`src/rtl/bb_pkg.sv`:
```
// Shared types for the bit-alias bridge.
// Assumes a 32-bit little-endian target data bus.
package bb_pkg;
    localparam int BB_DATA_W = 32;
    localparam int BB_STRB_W = BB_DATA_W / 8;
    localparam int BB_LANE_W = $clog2(BB_DATA_W);

    typedef enum logic [1:0] {
        SZ_BYTE = 2'd0,
        SZ_HALF = 2'd1,
        SZ_WORD = 2'd2
    } bb_size_e;

    typedef enum logic [2:0] {
        ST_IDLE,
        ST_RD_REQ,
        ST_RD_WAIT,
        ST_WR_REQ,
        ST_RESP
    } bb_state_e;
endpackage

```
`src/rtl/bb_addr_map.sv`:
```
// Maps an alias-window offset and an access size to a size-aligned target
// address, byte enables and the bit's position on the 32-bit data bus.
// Assumes TGT_BASE has zeros where the shifted offset lands (OR == add).
module bb_addr_map
    import bb_pkg::*;
#(
    parameter int                ADDR_W   = 32,
    parameter int                WIN_BITS = 25,
    parameter logic [ADDR_W-1:0] TGT_BASE = 32'h2000_0000
) (
    input  logic [WIN_BITS-1:0]  offset,
    input  logic [1:0]           size,
    output logic [ADDR_W-1:0]    tgt_addr,
    output logic [BB_STRB_W-1:0] be,
    output logic [BB_LANE_W-1:0] lane_bit
);
    localparam int UNIT_SHIFT = 5;

    logic [ADDR_W-1:0] raw_addr;

    // Purpose: base OR shifted offset gives the unaligned target byte.
    always_comb raw_addr = TGT_BASE | ADDR_W'(offset >> UNIT_SHIFT);

    // Purpose: align per size and derive enables and bus bit position.
    always_comb begin
        case (size)
            SZ_BYTE: begin
                tgt_addr = raw_addr;
                be       = BB_STRB_W'(1) << raw_addr[1:0];
                lane_bit = {raw_addr[1:0], 3'b000} + {2'b00, offset[4:2]};
            end
            SZ_HALF: begin
                tgt_addr = {raw_addr[ADDR_W-1:1], 1'b0};
                be       = raw_addr[1] ? 4'b1100 : 4'b0011;
                lane_bit = {raw_addr[1], 4'b0000} + {1'b0, offset[5:2]};
            end
            default: begin
                tgt_addr = {raw_addr[ADDR_W-1:2], 2'b00};
                be       = 4'b1111;
                lane_bit = offset[6:2];
            end
        endcase
    end
endmodule

```
`src/rtl/bb_bit_ops.sv`:
```
// Extracts one bit from a bus word and builds the word with that bit
// forced to a new value. Purely combinational.
module bb_bit_ops
    import bb_pkg::*;
(
    input  logic [BB_DATA_W-1:0] word_in,
    input  logic [BB_LANE_W-1:0] pos,
    input  logic                 new_val,
    output logic                 bit_out,
    output logic [BB_DATA_W-1:0] word_out
);
    logic [BB_DATA_W-1:0] sel_mask;

    // Purpose: one-hot mask, bit pick and set/clear.
    always_comb begin
        sel_mask = BB_DATA_W'(1) << pos;
        bit_out  = |(word_in & sel_mask);
        word_out = new_val ? (word_in | sel_mask) : (word_in & ~sel_mask);
    end
endmodule

```
`src/rtl/bitband_bridge.sv`:
```
// Bit-alias bridge top. Accepts one alias request at a time and sequences
// read, optional locked write-back and a one-cycle response.
// Assumes the window decode is done outside; only the offset arrives.
module bitband_bridge
    import bb_pkg::*;
#(
    parameter int                ADDR_W   = 32,
    parameter int                WIN_BITS = 25,
    parameter logic [ADDR_W-1:0] TGT_BASE = 32'h2000_0000
) (
    input  logic                 clk,
    input  logic                 rst_n,
    input  logic                 s_req_valid,
    output logic                 s_req_ready,
    input  logic                 s_req_write,
    input  logic [1:0]           s_req_size,
    input  logic [WIN_BITS-1:0]  s_req_offset,
    input  logic [BB_DATA_W-1:0] s_req_wdata,
    output logic                 s_rsp_valid,
    output logic [BB_DATA_W-1:0] s_rsp_rdata,
    output logic                 m_req_valid,
    input  logic                 m_req_ready,
    output logic                 m_req_write,
    output logic [1:0]           m_req_size,
    output logic [ADDR_W-1:0]    m_req_addr,
    output logic [BB_STRB_W-1:0] m_req_be,
    output logic [BB_DATA_W-1:0] m_req_wdata,
    output logic                 m_lock,
    input  logic                 m_rsp_valid,
    input  logic [BB_DATA_W-1:0] m_rsp_rdata
);
    bb_state_e             state;
    logic                  req_write;
    logic [1:0]            req_size;
    logic [WIN_BITS-1:0]   req_off;
    logic                  req_set;
    logic [BB_DATA_W-1:0]  rd_word;
    logic [BB_LANE_W-1:0]  lane_bit;
    logic                  cur_bit;
    logic [BB_DATA_W-1:0]  mod_word;

    bb_addr_map #(.ADDR_W(ADDR_W), .WIN_BITS(WIN_BITS), .TGT_BASE(TGT_BASE)) u_map (
        .offset   (req_off),
        .size     (req_size),
        .tgt_addr (m_req_addr),
        .be       (m_req_be),
        .lane_bit (lane_bit)
    );

    bb_bit_ops u_bits (
        .word_in  (rd_word),
        .pos      (lane_bit),
        .new_val  (req_set),
        .bit_out  (cur_bit),
        .word_out (mod_word)
    );

    // Purpose: sequence idle -> read -> (write-back) -> respond.
    always_ff @(posedge clk) begin
        if (!rst_n) begin
            state     <= ST_IDLE;
            req_write <= 1'b0;
            req_size  <= SZ_BYTE;
            req_off   <= '0;
            req_set   <= 1'b0;
            rd_word   <= '0;
        end else begin
            case (state)
                ST_IDLE: if (s_req_valid) begin
                    req_write <= s_req_write;
                    req_size  <= s_req_size;
                    req_off   <= s_req_offset;
                    req_set   <= s_req_wdata[0];
                    state     <= ST_RD_REQ;
                end
                ST_RD_REQ: if (m_req_ready) state <= ST_RD_WAIT;
                ST_RD_WAIT: if (m_rsp_valid) begin
                    rd_word <= m_rsp_rdata;
                    state   <= req_write ? ST_WR_REQ : ST_RESP;
                end
                ST_WR_REQ: if (m_req_ready) state <= ST_RESP;
                default: state <= ST_IDLE;
            endcase
        end
    end

    // Purpose: drive port outputs from the current state.
    always_comb begin
        s_req_ready = (state == ST_IDLE);
        s_rsp_valid = (state == ST_RESP);
        s_rsp_rdata = {{(BB_DATA_W-1){1'b0}}, cur_bit & s_rsp_valid};
        m_req_valid = (state == ST_RD_REQ) || (state == ST_WR_REQ);
        m_req_write = (state == ST_WR_REQ);
        m_req_size  = req_size;
        m_req_wdata = m_req_write ? mod_word : '0;
        m_lock      = req_write && ((state == ST_RD_REQ) || (state == ST_RD_WAIT)
                                    || (state == ST_WR_REQ));
    end
endmodule

```
`config.mk`:
```
export PLATFORM = sky130hd
export DESIGN_NAME = bitband_bridge
export DESIGN_NICKNAME = d
export VERILOG_FILES = /design/src/rtl/bb_pkg.sv /design/src/rtl/bb_addr_map.sv /design/src/rtl/bb_bit_ops.sv /design/src/rtl/bitband_bridge.sv
export SDC_FILE = /design/constraint.sdc
export NUM_CORES = 1
export LEC_CHECK = 0
export BUFFER_PORTS_ARGS = -buffer_cell sky130_fd_sc_hd__buf_2
export CAP_MARGIN = 20
export CORE_MARGIN = 2
export CORE_UTILIZATION = 46
export DETAILED_ROUTE_END_ITERATION = 10
export GPL_TIMING_DRIVEN = 0
export PLACE_DENSITY = 0.88
export SYNTH_ARGS = -nofsm -noshare
export SYNTH_HDL_FRONTEND = slang
export SYNTH_SLANG_ARGS = --single-unit
```
`constraint.sdc`:
```
create_clock -name clk -period 2 [get_ports clk]
set_input_delay 0.4 -clock clk [delete_from_list [all_inputs] [get_ports clk]]
set_output_delay 0.4 -clock clk [all_outputs]
set_load 0.02 [all_outputs]
```
# [Yosys cells after proc, flatten, opt, wreduce, memory -nomap -nowiden]
# Index checks and enable logic that the tools add are counted.
[totals] reg_bits=64 in_bits=97 out_inout_bits=107 word_cells=46
[op_classes] add_sub_neg=2 shifts=2 reduce_logical=10 eq_ne=9 mux=12 bitwise=5
[op_table] cell="$and A32 B32 Y32" count=2
[op_table] cell="$mux W32" count=2
[op_table] cell="$not A32 Y32" count=1
[op_table] cell="$or A32 B32 Y32" count=1
[op_table] cell="$reduce_or A32 Y1" count=1
[op_table] cell="$shl A1 B5 Y32 const A" count=1
[op_table] cell="$mux W3" count=5
[op_table] cell="$pmux W3 S4" count=1
[op_table] cell="$pmux W5 S2" count=1
[op_table] cell="$ne A2 B2 Y1 const B" count=4
[op_table] cell="$pmux W4 S2" count=1
[op_table] cell="$eq A3 B2 Y1 const B" count=2
[op_table] cell="$add A5 B3 Y5" count=1
[op_table] cell="$add A5 B4 Y5" count=1
[op_table] cell="$mux W4" count=1
[op_table] cell="$pmux W2 S2" count=1
[op_table] cell="$reduce_and A2 Y1" count=2
[op_table] cell="$reduce_and A4 Y1" count=1
[op_table] cell="$shl A1 B2 Y4 const A" count=1
[op_table] cell="$eq A3 B1 Y1 const B" count=1
[op_table] cell="$eq A3 B3 Y1 const B" count=1
[op_table] cell="$logic_not A3 Y1" count=1
[op_table] cell="$logic_or A1 B1 Y1" count=3
[op_table] cell="$eq A2 B1 Y1 const B" count=1
[op_table] cell="3 further kinds" count=3

# [Logic depth before layout (Yosys ltp)]
[logic_depth] ltp_word=7 mapped_depth=7 mapped_depth_nobuf=5

# [Modules after synthesis]
# A second synthesis with hierarchy kept.
[hier_totals] hier_cells=544 area_unflattened_um2=4469.3
[modules_own_cells] mod="bitband_bridge" seq_area_each_um2=1281.2 instances=1 area_per_inst_um2=3133.0 cells_each=359
[modules_own_cells] mod="bb_bit_ops" seq_area_each_um2=0.0 instances=1 area_per_inst_um2=1007.2 cells_each=139
[modules_own_cells] mod="bb_addr_map" seq_area_each_um2=0.0 instances=1 area_per_inst_um2=329.1 cells_each=46

# [Least setup slack after synthesis]
# Ideal clock, no wire load.
[synth_path] kind="register to output" from="register req_off[5]" to="output port m_req_be[0]" t_required_ns=1.600 arrival_ns=1.624 slack_ns=-0.024 path_stages_with_launch=5 path_cell_list="dfxtp_1 -> buf_2 -> clkbuf_1 -> nor3b_1 -> nor2_1"
[synth_between] elab_chain_len=2
[synth_lines] item="start: declaration" line_no="bitband_bridge.sv:35" rtl="logic [WIN_BITS-1:0] req_off;"
[synth_lines] item="start signal: assignment" line_no="bitband_bridge.sv:72" rtl="req_off <= s_req_offset;"
[synth_lines] item="$shl A1 B2 Y4" line_no="bb_addr_map.sv:29" rtl="be = BB_STRB_W'(1) << raw_addr[1:0];"
[synth_lines] item="$pmux W4 S2" line_no="bb_addr_map.sv:26" rtl="case (size)"
[synth_lines] item="end: declaration" line_no="bitband_bridge.sv:26" rtl="output logic [BB_STRB_W-1:0] m_req_be,"
# No other way between the ends.

# [Worst setup path in the final report]
[layout_path] from="register req_off[5]" to="output port s_rsp_rdata[0]"
[layout_between] elab_chain_len=6
[layout_lines] item="$add A5 B4 Y5 or $add A5 B3 Y5 (tied branches)" line_no="bb_addr_map.sv:35, bb_addr_map.sv:30"
[layout_lines] item="$pmux W5 S2 *" line_no="bb_addr_map.sv:26"
[layout_lines] item="$shl A1 B5 Y32 *" line_no="bb_bit_ops.sv:16" rtl="sel_mask = BB_DATA_W'(1) << pos;"
[layout_lines] item="$and A32 B32 Y32 *" line_no="bb_bit_ops.sv:17" rtl="bit_out = |(word_in & sel_mask);"
[layout_lines] item="$reduce_or A32 Y1 *" line_no="bb_bit_ops.sv:17"
[layout_lines] item="$and A1 B1 Y1 *" line_no="bitband_bridge.sv:91" rtl="s_rsp_rdata = {{(BB_DATA_W-1){1'b0}}, cur_bit & s_rsp_valid};"
[layout_lines] item="end: declaration" line_no="bitband_bridge.sv:20" rtl="output logic [BB_DATA_W-1:0] s_rsp_rdata,"
# Every way passes the cells marked *; elsewhere a longest branch is shown, timed or not.

==> results.md <==
- Maximum capacitance violations: 0
- Maximum net fanout on the critical path: 10
- Worst slew pin tran: 0.501 ns
- Detailed-route wire length: 14300 µm
- Starting Density: 0.476
- Power per unit of standard cell area: 602 nW/µm²
- Count of endpoints failing hold in the final timing report: 0
- Number of rows in the core area: 33
- Post-synthesis instance area: a little under 4000 µm²
- Number of synthesis warnings: 0
- Placement Setup Slack: -0.296 ns
- Fin Setup TNS: -5.20 ns
- Slowest library cell on the worst path: sky130_fd_sc_hd__o32ai_1
- Post-synth EDFFs: 0
- Share of cells above drive strength 1: 0.420
- Data required time at the worst endpoint: between 1.5 and 2 ns
- Final weighted congestion in routability-driven placement: 1.01
- Worst vdd rail ir drop: slightly above 0.6 mV
- Most frequent cell after synthesis: sky130_fd_sc_hd__nand2_1
- Worst Setup Start Kind: flip-flop
- Number of unique standard cell types used by synthesis: 46
- Leading cell types by count after synthesis: sky130_fd_sc_hd__nand2_1 (157), sky130_fd_sc_hd__dfxtp_1 (62), sky130_fd_sc_hd__a21boi_0 (52)
- Final clock skew: 0.00553 ns
- Proportion of register bits with asynchronous set or reset after synthesis: 0
- Share of the synthesized area in the top cell type: 0.316
- Tmin final: 2.59 ns
- # IOs: 204
- Clock insertion delay at the later pin of the skew report: 0.35 ns
- Clock Pin Slew Worst Setup and Hold Paths: 0.07 ns
- Clock tree from TritonCTS: built
- Gate family responsible for the most delay along the worst path: compound AO/OA/AOI/OAI gates
- Count of input and output buffers: 127
- CP Cell Sequence: buf_2, nand2_1, o32ai_1, a211oi_2, nand4_1, o31a_1, buf_6
- Number of standard cells in the layout, taps in and fillers out: between 800 and 900
- Number of synthesized register bits: 62
- Sort of element at the end of the critical path: output pin
- Total length of routed met3 wires: 1620 µm
- Fin nets: 836
- CTS buffer count: 9
- Via Count: 4571
- Final Core Density: 0.718
- Global-route wire length before repair: 20100 µm
- Clock root buffer: sky130_fd_sc_hd__clkbuf_8
- Register Area: 1260 µm²
- Wl on met1: 5320 µm
- Number of antenna cells inserted: 0
- Total of fill cells in the finished design: 640
- Total gr overflow: 0
- HP Class: in -> reg
- Antenna-violating nets left: 0
- Slowest Stage Delay on Critical Path: 0.43 ns
- Placed cell count: ~800
- Multi-input logic area: 2710 µm²
- Drt wl/cell: 16.9 µm
- Vias/cell: 5.39
- Area overhead of the layout relative to synthesis: 50.9%
- Synth top area cells: sky130_fd_sc_hd__dfxtp_1 (32%), sky130_fd_sc_hd__nand2_1 (15%), sky130_fd_sc_hd__a21boi_0 (9.9%), sky130_fd_sc_hd__buf_4 (9.4%), sky130_fd_sc_hd__mux2i_1 (5.3%)
- Final setup violating endpoints: 33
- Vertical die dimension: 96.4 µm
- Final non-filler cell area: 5930 µm²
- Top routing layer in use: met4
- Leakage dissipation: 2.49 nW
- CTS H-tree lvls: 3
- Residual DRC count: 0
- Run status: finished, violations left
- RSZ-0062 raised after global routing: yes
- Die area: approximately 9300 µm²
- Synthesized area per cell: roughly 7.2 µm²
- Share of the cycle needed by the critical path after routing: 1.29
- Worst slew slack as a fraction of its limit: 0.663
- Final WS setup: -0.585 ns
- Post-cts hold buffer count: 0
- Horizontal die dimension: 96.4 µm
- Sequential-to-total area share from yosys stat: 0.316
- Max-slew violation count: 0
- Violated checks: negative setup slack
- Detail Route met2 WL: 6870 µm
- Number of global-route vias before repair: roughly 4.1k
- Maximum achievable frequency: 387 MHz
- Tot GR Track Use: 0.285
- Cell accounting for the most synthesized area: sky130_fd_sc_hd__dfxtp_1
- Critical path arrival: 2.19 ns
- Kind of critical path: reg -> out
- Buf/Inv on CP: 2
- DRT iter0 DRCs: 488
- Initial DRT Pass Iterations: 7
- Largest net degree at the start of global routing: 12
- Placed cell areas: 4860 µm²
- Post-Synthesis Cells: 543
- Antenna violations before repair: 0
- Post-DP HPWL: a little under 10000 µm
- Core footprint: approximately 8300 µm²
- Leading register cell type out of synthesis: sky130_fd_sc_hd__dfxtp_1
- Maximum number of buffers from clock root to sink: 2
- Number of clock sinks seen by CTS: 62
[metrics by stage]
| step | power [mW] | hold WS, ns |
|---|---|---|
| after detailed placement | 2.24 | 0.460 |
| after CTS | 3.45 | 0.287 |
| after global placement | 2.22 | 0.447 |
| after global routing | 3.73 | 0.292 |
| final | 3.57 | 0.288 |
| after floorplan | 1.98 | 0.443 |
[cells in the final DEF (no fill, tap or decap), drive strengths merged, types with 2 or more instances in the layout]
master,instances
mux2i,21
a21oi,22
o21ai,13
nand3b,7
nand2b,6
o32ai,2
nand2,157
and3,2
buf,214
nand4,7
a21boi,61
inv,3
nor3b,6
conb,43
nand3,14
clkinvlp,2
nor2,36
clkinv,3
or3b,2
dfxtp,62
nor2b,6
nor3,4
nor4,2
clkbuf,26
and2,4
[report_power, final]
part	internal, mW	switching, mW	leakage (nW)	total (mW)
registers	1.31	0.0818	0.508	1.39
clock network	0.565	0.516	0.0911	1.08
logic	0.460	0.641	1.89	1.10
total	2.33	1.24	2.49	3.57
[worst paths after layout]
kind | startpoint | endpoint | slack, ns | cells past startpoint
setup / recovery | req_off[5] | s_rsp_rdata[0] | -0.59 | 7
hold / removal | s_req_offset[4] | req_off[4] | 0.29 | 3
setup reg to reg | state[2] | rd_word[5] | 0.28 | 5
hold reg to reg | req_off[14] | req_off[14] | 0.47 | 2
[per-layer routing]
layer  vias to the layer above  track usage
met5                         -            0
met4                         0        0.108
met3                        64       0.0721
met2                       324        0.497
met1                      2065        0.338
li1                       2118            -
[what timing repair did]
item | 4_1_cts | 5_1_grt
setup endpoints to repair | 40 | 38
buffers inserted | 11 | 12
resized for setup | 103 | 115
cloned | 2 | 0
pin swaps | 11 | 36
[final cells by class]
| cell class | count | area share |
|---|---|---|
| multi-input cells | 432 | 0.457 |
| flip-flops and latches | 62 | 0.212 |
| repair buffers | 151 | 0.172 |
| plain buffers | 80 | 0.103 |
| well taps | 105 | 0.0221 |
| clock buffers | 9 | 0.0209 |
| clock inverters | 6 | 0.0108 |
| inverters | 3 | 0.00190 |
[worst register-to-register path: cells and delay by family, from the launching register on]
| family | cells | cell delay (ns) |
|---|---|---|
| compound gates | 1 | 0.21 |
| buf+inv | 1 | 0.42 |
| simple gates | 3 | 0.51 |
| flops | 1 | 0.50 |
[registers in the layout (all words and copies together), names as in the netlist]
signal	cells
m_req_size	2
req_write	1
state	3
rd_word	32
req_set	1
req_off	23
[logic make-up after synthesis]
logic type      share of synthesized area
simple gates                        0.292
compound gates                      0.193
buf+inv                             0.144
flops                               0.316
mux                                0.0535
other cells                       0.00191
No activity file was read; power rests on OpenSTA's default activity.
